### config.mk
export PLATFORM = sky130hd
export DESIGN_NAME = trap_level_stack
export DESIGN_NICKNAME = d
export VERILOG_FILES = /design/src/rtl/trap_level_stack.sv
export SDC_FILE = /design/constraint.sdc
export NUM_CORES = 1
export LEC_CHECK = 0
export BUFFER_PORTS_ARGS = -buffer_cell sky130_fd_sc_hd__clkbuf_2
export CORE_ASPECT_RATIO = 0.7
export CORE_MARGIN = 3
export CORE_UTILIZATION = 35
export CTS_CLUSTER_DIAMETER = 40
export DETAILED_ROUTE_END_ITERATION = 7
export GPL_TIMING_DRIVEN = 1
export SYNTH_ARGS = -nofsm -noshare
export SYNTH_HDL_FRONTEND = slang
export SYNTH_SLANG_ARGS = --single-unit
### constraint.sdc
create_clock -name clk -period 19.05 [get_ports clk]
set_input_delay 1.905 -clock clk [delete_from_list [all_inputs] [get_ports clk]]
set_output_delay 1.905 -clock clk [all_outputs]
set_load 0.02 [all_outputs]
### src/rtl/trap_level_stack.sv
module trap_level_stack #(
  parameter int MAXTL = 5,
  parameter int PCW = 64,
  localparam int TLW = $clog2(MAXTL + 1)
) (
  input  logic           clk,
  input  logic           rst_n,
  input  logic           trap_req,
  input  logic [8:0]     trap_type,
  input  logic           done_req,
  input  logic           retry_req,
  input  logic [7:0]     cur_ccr,
  input  logic [7:0]     cur_asi,
  input  logic [11:0]    cur_pstate,
  input  logic [7:0]     cur_cwp,
  input  logic [PCW-1:0] cur_pc,
  input  logic [PCW-1:0] cur_npc,
  input  logic [PCW-1:0] tbr_in,
  output logic           upd_o,
  output logic [PCW-1:0] pc_o,
  output logic [PCW-1:0] npc_o,
  output logic [PCW-1:0] tbr_o,
  output logic [7:0]     ccr_o,
  output logic [7:0]     asi_o,
  output logic [11:0]    pstate_o,
  output logic [7:0]     cwp_o,
  output logic [8:0]     tt_o,
  output logic [TLW-1:0] tl_o,
  output logic           err_o
);
  localparam logic [TLW-1:0] TL_MAX  = TLW'(MAXTL);
  localparam logic [TLW-1:0] TL_LAST = TLW'(MAXTL - 1);
  localparam logic [11:0]    PS_TRAP = 12'h015;
  localparam logic [11:0]    PS_RED  = 12'h020;
  localparam logic [PCW-1:0] FOUR    = PCW'(4);

  logic [63:0]    st_mem  [MAXTL];
  logic [PCW-1:0] pc_mem  [MAXTL];
  logic [PCW-1:0] npc_mem [MAXTL];
  logic [8:0]     tt_mem  [MAXTL];

  wire            take_trap = trap_req && !err_o && (tl_o != TL_MAX);
  wire            hit_max   = trap_req && !err_o && (tl_o == TL_MAX);
  wire            take_ret  = !trap_req && !err_o && (tl_o != '0) && (done_req || retry_req);
  wire [TLW-1:0]  top       = tl_o - 1'b1;
  wire [63:0]     packed_w  = {24'b0, cur_ccr, cur_asi, 4'b0, cur_pstate, cur_cwp};
  wire [PCW-1:0]  vec       = {tbr_in[PCW-1:15], tl_o > TLW'(1), trap_type, 5'b0};
  wire [63:0]     saved     = st_mem[top];

  assign tt_o = (tl_o == '0) ? 9'd0 : tt_mem[top];

  always_ff @(posedge clk) begin
    if (take_trap) begin
      st_mem[tl_o]  <= packed_w;
      pc_mem[tl_o]  <= cur_pc;
      npc_mem[tl_o] <= cur_npc;
      tt_mem[tl_o]  <= trap_type;
    end
  end

  always_ff @(posedge clk) begin
    if (!rst_n) begin
      upd_o    <= 1'b0;
      pc_o     <= '0;
      npc_o    <= '0;
      tbr_o    <= '0;
      ccr_o    <= '0;
      asi_o    <= '0;
      pstate_o <= '0;
      cwp_o    <= '0;
      tl_o     <= '0;
      err_o    <= 1'b0;
    end else begin
      upd_o <= take_trap || take_ret;
      if (hit_max) err_o <= 1'b1;
      if (take_trap) begin
        tbr_o    <= vec;
        pc_o     <= vec;
        npc_o    <= vec + FOUR;
        ccr_o    <= cur_ccr;
        asi_o    <= cur_asi;
        cwp_o    <= cur_cwp;
        pstate_o <= (tl_o == TL_LAST) ? (PS_TRAP | PS_RED) : PS_TRAP;
        tl_o     <= tl_o + 1'b1;
      end else if (take_ret) begin
        pc_o     <= done_req ? npc_mem[top] : pc_mem[top];
        npc_o    <= done_req ? npc_mem[top] + FOUR : npc_mem[top];
        ccr_o    <= saved[39:32];
        asi_o    <= saved[31:24];
        pstate_o <= saved[19:8];
        cwp_o    <= saved[7:0];
        tl_o     <= top;
      end
    end
  end
endmodule


# Yosys cells after proc, flatten, opt, wreduce, memory -nomap -nowiden
# Memory sizes are Yosys's and may differ from the RTL's.
# Cells that the tools add are included.
[totals] reg_bits=228 ramBits=865 in_bits=242 out_inout_bits=242 wordCells=58 mem_count=4
[classes] add_sub_neg=4 magnitude_cmp=1 eq_ne=3 muxes=20 bitwise=1 n_reduce_logical=14
[memory_table] name="npc_mem" words=5 word_bits=64 read_ports=1 rd_ports_with_merged_regs=0 write_ports=1 line="39" text="logic [PCW-1:0] npc_mem [MAXTL];"
[memory_table] name="pc_mem" words=5 word_bits=64 read_ports=1 rd_ports_with_merged_regs=0 write_ports=1 line="38" text="logic [PCW-1:0] pc_mem [MAXTL];"
[memory_table] name="st_mem" words=5 word_bits=36 read_ports=1 rd_ports_with_merged_regs=0 write_ports=1 line="37" text="logic [63:0] st_mem [MAXTL];"
[memory_table] name="tt_mem" words=5 word_bits=9 read_ports=1 rd_ports_with_merged_regs=0 write_ports=1 line="40" text="logic [8:0] tt_mem [MAXTL];"
[ops] operator="64-bit two-way mux" n=6
[ops] operator="64-bit by 3-bit adder with 64-bit output, second input constant" n=2
[ops] operator="8-bit two-way mux" n=6
[ops] operator="12-bit two-way mux" n=2
[ops] operator="9-bit two-way mux" n=1
[ops] operator="3-bit == test, second input constant" n=2
[ops] operator="1-bit logical AND" n=6
[ops] operator="3-bit two-way mux" n=2
[ops] operator="6-bit two-way mux" n=1
[ops] operator="3-bit by 1-bit adder with 3-bit output, second input constant" n=1
[ops] operator="3-bit by 1-bit greater-than comparator with 1-bit output, second input constant" n=1
[ops] operator="3-bit logical NOT" n=1
[ops] operator="3-bit != test, second input constant" n=1
[ops] operator="3-bit nonzero test" n=1
[ops] operator="3-bit by 1-bit subtractor with 3-bit output, second input constant" n=1
[ops] operator="1-bit logical NOT" n=2
[ops] operator="1-bit logical OR" n=2
[ops] operator="1-bit two-way mux" n=2
[ops] operator="2-bit nonzero test" n=1
[ops] operator="2-bit OR reduction" n=1
[ops] operator="1-bit NOT" n=1

# Depth between registers and ports, before layout
# Gate-level depths: netlist (run 1).
[logic_depth] word_depth=6 ltp_mapped=19 ltp_nobuf=12

# Least setup slack after synthesis (run 1)
# No wires, ideal clock.
[synth_timing] kind="input port to flip-flop" start="in trap_req" end="mem npc_mem[0][0], enable pin" setup_ns=1.128 t_arrival_ns=18.296 required_time_ns=17.922 setup_slack_ns=-0.374 stages=2 path_buffers=0 cell_sequence="nand2b_1 > nor4_1"
[synth_between] elab_chain_len=4
[synth_rtl] item="start, declared" line="8" text="input logic trap_req,"
[synth_rtl] item="1-bit logical AND (2 in a row)" line="42" text="wire take_trap = trap_req && !err_o && (tl_o != TL_MAX);"
[synth_rtl] item="1-bit two-way mux" line="53" text="if (take_trap) begin"
[synth_rtl] item="1-bit two-way mux (not written as such)" line="56" text="npc_mem[tl_o] <= cur_npc;"
[synth_rtl] item="end, declared" line="39"
# No other way between the ends.

# Worst setup path in the final report (run 1)
[layout_timing] start="reg tl_o[0]" end="out tt_o[2]"
[layout_between] elab_chain_len=3 elab_cells_between_ends=4 cone_classes="add/sub (1); mux (1); reduce/logical (1); memory (1)"
[layout_rtl] item="start, declared" line="28" text="output logic [TLW-1:0] tl_o,"
[layout_rtl] item="start signal, assigned" line="84" text="tl_o <= tl_o + 1'b1;"
[layout_rtl] item="start signal, assigned" line="92" text="tl_o <= top;"
[layout_rtl] item="3-bit by 1-bit subtractor with 3-bit output" line="45" text="wire [TLW-1:0] top = tl_o - 1'b1;"
[layout_rtl] item="memory read 5 x 9 bit"
[layout_rtl] item="9-bit two-way mux (*)" line="50" text="assign tt_o = (tl_o == '0) ? 9'd0 : tt_mem[top];"
[layout_rtl] item="end, declared" line="27" text="output logic [8:0] tt_o,"
# Mark *: on every way between the ends. The rest lies on a longest branch, timed or not.

==> results of run 1 <==
cells by family (layout without fill, tap and decap cells):
| kind of cell | Yosys count | after routing | share of synthesized area [%] |
|---|---|---|---|
| flip-flops | 1093 | 1093 | 70.7 |
| AND/OR/NAND/NOR | 916 | 916 | 9.21 |
| AO/OA/AOI/OAI | 489 | 489 | 6.94 |
| multiplexers | 222 | 222 | 10.2 |
| buffers and inverters | 197 | 758 | 1.97 |
| XOR/XNOR | 40 | 40 | 0.846 |
| adder cells (fa/ha/maj) | 5 | 5 | 0.145 |
| other | 1 | 24 | 0.00868 |
per-layer routing:
metal | share of wire, % | up-vias | global-route usage (%)
li1 | - | 12300 | -
met1 | 40 | 14200 | 28.4
met2 | 48 | 1167 | 34.9
met3 | 8.7 | 200 | 5.87
met4 | 2.7 | 16 | 6.63
met5 | 0.066 | - | 0
worst min-delay path by stage:
| stage | from | endpoint | slack (ns) | depth (start not counted) |
|---|---|---|---|---|
| 3_3_place_gp | tbr_o[54]$_SDFFE_PN0P_ | tbr_o[54]$_SDFFE_PN0P_ | 0.44 | 2 |
| 4_1_cts | tbr_o[25]$_SDFFE_PN0P_ | tbr_o[25]$_SDFFE_PN0P_ | 0.45 | 2 |
| 6_report | tbr_o[58]$_SDFFE_PN0P_ | tbr_o[58]$_SDFFE_PN0P_ | 0.45 | 2 |
| 5_1_grt | tbr_o[25]$_SDFFE_PN0P_ | tbr_o[25]$_SDFFE_PN0P_ | 0.47 | 2 |
| 3_5_place_dp | tbr_o[35]$_SDFFE_PN0P_ | tbr_o[35]$_SDFFE_PN0P_ | 0.45 | 2 |
| 2_1_floorplan | st_mem[4][8]$_DFFE_PP_ | pstate_o[0]$_SDFFE_PN0P_ | 0.52 | 2 |
layout make-up:
type | count | area (um2)
well taps | 1635 | 2050
repair buffers | 507 | 2720
clock buffers | 158 | 3480
fillers | 11100 | 70400
flip-flops and latches | 1093 | 30500
multi-input cells | 1677 | 11900
diodes | 19 | 47.5
inverters | 10 | 45.0
clock inverters | 83 | 913
where the power goes:
part / internal, W / total [W] / switching, W
sequential: 0.00298 / 0.00311 / 0.000123
clock: 0.00145 / 0.00251 / 0.00106
combinational: 0.000860 / 0.00277 / 0.00191
total: 0.00529 / 0.00838 / 0.00309
worst min-delay path, cell delays in order, from the launching register on:
cell     delay [ns]
dfxtp_1        0.30
nand2_1        0.05
a21oi_1        0.05
state kept, by name (all words and copies together), names as in the netlist, 12 cells and up:
| register | flops |
|---|---|
| pstate_o | 12 |
| npc_o | 64 |
| tbr_o | 59 |
| npc_mem | 320 |
| pc_o | 64 |
| tt_mem | 45 |
| pc_mem | 320 |
| st_mem | 180 |
through the flow:
| step | utilization [%] | std cells | area (um2) | setup TNS [ns] | total power, W |
|---|---|---|---|---|---|
| finish | 42.4 | 5182 | 51700 | 0 | 0.00838 |
| global route | 42.3 | 5166 | 51700 | 0 | 0.00876 |
| CTS | 42.3 | 5163 | 51700 | 0 | 0.00847 |
| detailed placement | 38.7 | 4922 | 47300 | 0 | 0.00595 |
| global placement | 38.7 | 4922 | 47300 | 0 | 0.00592 |
| floorplan | - | 2967 | 43200 | -258.43 | 0.00503 |
Yosys cell counts, drive strengths merged (3+ instances only):
| master | instances | share of area, % |
|---|---|---|
| nor2 | 46 | 0.40 |
| o31ai | 8 | 0.14 |
| a21o | 10 | 0.17 |
| o211ai | 56 | 0.97 |
| or2 | 3 | 0.043 |
| xor2 | 22 | 0.46 |
| nor3b | 3 | 0.052 |
| and4 | 10 | 0.20 |
| nand2b | 4 | 0.058 |
| and3 | 16 | 0.23 |
| o21ai | 44 | 0.52 |
| a22oi | 8 | 0.14 |
| and2 | 11 | 0.16 |
| a211oi | 11 | 0.19 |
| clkbuf | 126 | 1.1 |
| inv | 10 | 0.087 |
| ha | 5 | 0.14 |
| xnor2 | 18 | 0.38 |
| edfxtp | 865 | 60 |
| or3 | 8 | 0.12 |
| a31o | 6 | 0.12 |
| mux2i | 42 | 0.97 |
| o22ai | 25 | 0.38 |
| or4 | 8 | 0.15 |
| nand2 | 640 | 5.6 |
| a21boi | 29 | 0.50 |
| buf | 61 | 0.79 |
| nand3 | 80 | 0.93 |
| dfxtp | 228 | 11 |
| a21oi | 205 | 2.4 |
| nand4b | 4 | 0.081 |
| mux4 | 173 | 9.0 |
| nand4 | 41 | 0.59 |
| nor4 | 20 | 0.32 |
| mux2 | 7 | 0.18 |
| a311oi | 4 | 0.081 |
| a31oi | 62 | 0.90 |
| nor3 | 15 | 0.17 |
==> results_dict.tcl, run 1 <==
set metrics [dict create \
    setup_viol 0 \
    whs_ns 0.451 \
    r2r-end "npc_o[59]$_SDFFE_PN0P_" \
    synth_ff_type "edfxtp_1" \
    synth.avg_cell_area_um2 14.6 \
    hpwl_um 92500 \
    critPathKind "register to primary output" \
    cts_root_buf "clkbuf_16" \
    maxCapViolations 0 \
    ant_nets 0 \
    grt_max_degree 135 \
    r2r-start "tl_o[0]$_SDFFE_PN0P_" \
    critical_path_cell_count 9 \
    crit_path_top_delay_cell "buf_4" \
    grt_usage_pct 21.6 \
    synth-edff-count 865 \
    cts_buffers 131 \
    crit_family "buffers and inverters" \
    layout-drive-gt1-share_pct 26.4 \
    hp-class "register to register" \
    regToRegSetupSlack_ns 12.64 \
    final_cell_mix "865 x edfxtp_1, 639 x nand2_1, 462 x clkbuf_2" \
    status "finished, final reports clean" \
    layout_setup_ws_ns 12.08 \
    fin_nets 3667 \
    min_period_ns 6.97 \
    post_cts_resized 0 \
    drt_iter0_drc 2857 \
    endpoint "tt_o[2]" \
    first_pass_iters 8 \
    num_rows 107 \
    power_density_nw_per_um2 162 \
    yosysUniqueCellTypes 74 \
    skew_ns 0.0402 \
    crit_start "tl_o[0]$_SDFFE_PN0P_" \
    antenna_found_initial 42 \
    cts_sinks 1093 \
    h-tree-depth 4 \
    worstMarginPinSlew_ns 1.13 \
    fmax_mhz 143 \
    cpPeakStageDelay_ns 0.75 \
    cp_max_fo 53 \
    syn2layout_area_growth_pct 19.7 \
    remaining_drc_errors 0 \
    clock_path_buffers 3 \
    die_y_um 300 \
    wl_per_cell_um 27.1 \
    fin_crit_sh_pct 36.6 \
    syn_area_um2 43200 \
    dieArea_um2 128000 \
    grt_first_pass_wirelength_um 198000 \
    io_buffer_count 463 \
    leakage_nw 18.1 \
    yosys_warnings 0 \
    clk_pin_slew_ns 0.05 \
    synth-seq-cells 1093 \
    place.gp.congestion 0.847 \
    start_util_pct 35.4 \
    critical_path.endpoint_type "primary output" \
    vias 27900 \
    crit_chain "inv_2 -> ha_1 -> xnor2_4 -> buf_4 -> buf_4 -> buf_4 -> nand2_1 -> a21oi_1 -> clkbuf_2" \
    clk_latency_ns 0.76 \
    worstPathRequired_ns 17.14 \
    grt_pass1_vias 26300 \
    cp.arrival_ns 5.07 \
    cts_hold_buf 0 \
    drv_slew 0 \
    grt_overflow_total 0 \
    path_common_cell "buf_4" \
    synth_cells 2963 \
    tritoncts "yes" \
    async_reset_ff_share_pct 0 \
    worst_setup_path_start_kind "register" \
    r2r_cells 12 \
    coreArea_um2 122000 \
    ir_drop_v 0.000128 \
    ys_seq_area_share_pct 70.7 \
    wl_um 140000 \
    final_common_cell "edfxtp_1" \
    dp_worst_setup_slack_ns 12.65 \
    io_pins 484 \
    slew_headroom_pct 24.8 \
    rsz0062_at_grt "no" \
    die_x_um 426 \
    worstPathBufferInverterCount 5 \
    hold_viol_final 0 \
    post_cts_buffers 0 \
    vias_per_cell 5.38 \
]
No activity file was read; power rests on OpenSTA's default activity.
==> run 2: changes to the inputs <==
--- a/config.mk
+++ b/config.mk
@@ -5,6 +5,7 @@
 export SDC_FILE = /design/constraint.sdc
 export NUM_CORES = 1
 export LEC_CHECK = 0
+export ABC_AREA = 1
 export BUFFER_PORTS_ARGS = -buffer_cell sky130_fd_sc_hd__clkbuf_2
 export CORE_ASPECT_RATIO = 0.7
 export CORE_MARGIN = 3
==> constraint.sdc (replaced) <==
create_clock -name clk -period 7 [get_ports clk]
set_input_delay 0.7 -clock clk [delete_from_list [all_inputs] [get_ports clk]]
set_output_delay 0.7 -clock clk [all_outputs]
set_load 0.02 [all_outputs]
==> run 2 against run 1 <==
Critical endpoint is now tt_o[5]; combinational power is 45% higher; non-clock buffer count decreased by 2; critical path type unchanged; via count rose by 17%; flip-flop and latch count did not move; global-route usage up 1.4 points.
==> results_dict.tcl, run 2 <==
set metrics [dict create \
    status "finished, final reports clean" \
    top_regs "npc_mem x320, pc_mem x320, st_mem x180" \
    die_y_um 303 \
    critical_path.endpoint_type "primary output" \
    start_util_pct 35.4 \
    ant_nets 0 \
    place.gp.congestion 0.962 \
    hold_start "cur_npc[31]" \
    hp-class "input pin to register" \
    final_cell_mix "865 x edfxtp_1, 825 x nand2_1, 464 x clkbuf_2" \
    synth_top_area_share_pct 58.9 \
    multi_input_area_um2 11900 \
    clock_path_buffers 3 \
    fin_nets 4634 \
    synth_commonest_cells "865 x edfxtp_1, 827 x nand2_1, 445 x nor2_1, 354 x o21ai_0, 263 x nand3_1" \
    layout-drive-gt1-share_pct 18.6 \
    final_common_cell "edfxtp_1" \
    syn_area_um2 44100 \
    dieArea_um2 130000 \
    grt_overflow_total 0 \
    skew_ns 0.0305 \
    synth-seq-cells 1093 \
    ir_drop_v 0.000281 \
    yosysMostFrequentCell "edfxtp_1" \
    tritoncts "yes" \
    setup_viol 0 \
    power_density_nw_per_um2 360 \
    cts_hold_buf 0 \
    whs_path_depth 1 \
    drv_slew 0 \
    total_power_w 0.0189 \
    place_area_um2 47800 \
    register_area_um2 30500 \
    synth_area_leader_cell "edfxtp_1" \
    io_buffer_count 463 \
    drt_iter0_drc 3510 \
    hold_viol_final 0 \
    post-place-cells 5899 \
    cp_max_fo 121 \
    whs_ns 0.158 \
    cp.arrival_ns 4.17 \
    critPathKind "register to primary output" \
    num_rows 108 \
    grt_first_pass_wirelength_um 217000 \
    n_fill_cell 11800 \
    async_reset_ff_share_pct 0 \
    wl_um 154000 \
    regToRegSetupSlack_ns 2.13 \
    worstMarginPinSlew_ns 1.10 \
    synth_cells 3990 \
    vias 32600 \
    cts_sinks 1093 \
    clk_pin_slew_ns 0.06 \
    r2r-start "tl_o[0]$_SDFFE_PN0P_" \
    synth-edff-count 865 \
    synth.area.top_cells "edfxtp_1 59%, dfxtp_1 10%, nand2_1 7.0%, o21ai_0 4.0%, nor2_1 3.8%" \
    synth.avg_cell_area_um2 11.1 \
    rsz0062_at_grt "no" \
    coreArea_um2 124000 \
    fin_crit_sh_pct 69.6 \
    vias_per_cell 5.28 \
    dp_worst_setup_slack_ns 2.28 \
    final_cell_count_no_fill 6167 \
    post_cts_resized 0 \
    min_period_ns 4.87 \
    worstPathRequired_ns 6.30 \
    grt_max_degree 154 \
    post_cts_buffers 0 \
    cts_root_buf "clkbuf_16" \
    fmax_mhz 205 \
    hold-path-endpoint "npc_mem[4][31]$_DFFE_PP_" \
    io_pins 484 \
    r2r_cells 17 \
    h-tree-depth 4 \
    die_x_um 430 \
    hpwl_um 98600 \
    slew_headroom_pct 26.4 \
    crit_start "tl_o[0]$_SDFFE_PN0P_" \
    cts_buffers 136 \
    layout_setup_ws_ns 2.13 \
    worst_setup_path_start_kind "register" \
    wl_per_cell_um 25.0 \
    stdcell_area_um2 52500 \
    maxCapViolations 0 \
    leakage_nw 19.2 \
    yosys_warnings 0 \
    synth_ff_type "edfxtp_1" \
    antenna_found_initial 39 \
    clk_latency_ns 0.77 \
    grt_usage_pct 23.0 \
    ys_seq_area_share_pct 69.2 \
    syn2layout_area_growth_pct 19.0 \
    remaining_drc_errors 0 \
    first_pass_iters 8 \
    r2r-end "npc_o[46]$_SDFFE_PN0P_" \
    grt_pass1_vias 29600 \
    yosysUniqueCellTypes 45 \
]
-- run 2: logic make-up (layout without fill, tap and decap cells) --
group	count (synthesis)	after routing	synth area share (%)
xor+xnor	5	5	0.0993
compound gates	853	853	11.0
mux	2	2	0.0454
buf+inv	390	898	4.06
flops	1093	1093	69.2
other cells	1	20	0.00850
fa+ha+maj	5	5	0.142
simple gates	1641	1641	15.5
-- run 2: worst max-delay path, stage by stage, from the launching register on --
cell and delay, ns:
dfxtp_4 0.38, clkinv_8 0.37, ha_4 0.59, inv_6 0.51, buf_4 0.59, o21ai_0 0.18, o22ai_1 0.21, o21bai_1 0.15
inv_1 0.10, clkbuf_2 0.17
-- run 2: layout make-up --
type | instances | share of cell area (%)
flip-flops and latches | 1093 | 58.2
multi-input cells | 2511 | 22.7
clock buffers | 170 | 6.99
repair buffers | 505 | 5.26
well taps | 1650 | 3.93
clock inverters | 83 | 1.81
inverters | 140 | 1.08
diodes | 15 | 0.0715
-- run 2: power breakdown --
part | switching, W | internal (W) | total, W
clock network | 0.00296 | 0.00419 | 0.00714
logic | 0.00306 | 0.000971 | 0.00403
registers | 0.000162 | 0.00757 | 0.00773
total | 0.00618 | 0.0127 | 0.0189
-- run 2: how the worst max path moves through the flow --
stage / endpoint / slack (ns)
floorplan: npc_mem[1][0]$_DFFE_PP_ / -0.30
global placement: npc_o[46]$_SDFFE_PN0P_ / 2.32
detailed placement: npc_o[46]$_SDFFE_PN0P_ / 2.28
CTS: tt_o[5] / 2.08
global route: tt_o[5] / 1.94
finish: tt_o[5] / 2.13
-- run 2: stage by stage --
step           setup TNS (ns)  util, %
2_1_floorplan          -51.38        -
3_3_place_gp                0     38.4
3_5_place_dp                0     38.4
4_1_cts                     0     42.1
5_1_grt                     0     42.1
6_report                    0     42.2
-- run 2: per-layer routing --
| layer | GRT usage (%) | vias to the layer above | routed length (um) |
|---|---|---|---|
| met3 | 7.26 | 254 | 15700 |
| li1 | - | 15000 | - |
| met1 | 30.6 | 15900 | 63500 |
| met5 | 0 | - | 144 |
| met4 | 7.50 | 22 | 4560 |
| met2 | 35.9 | 1442 | 70300 |
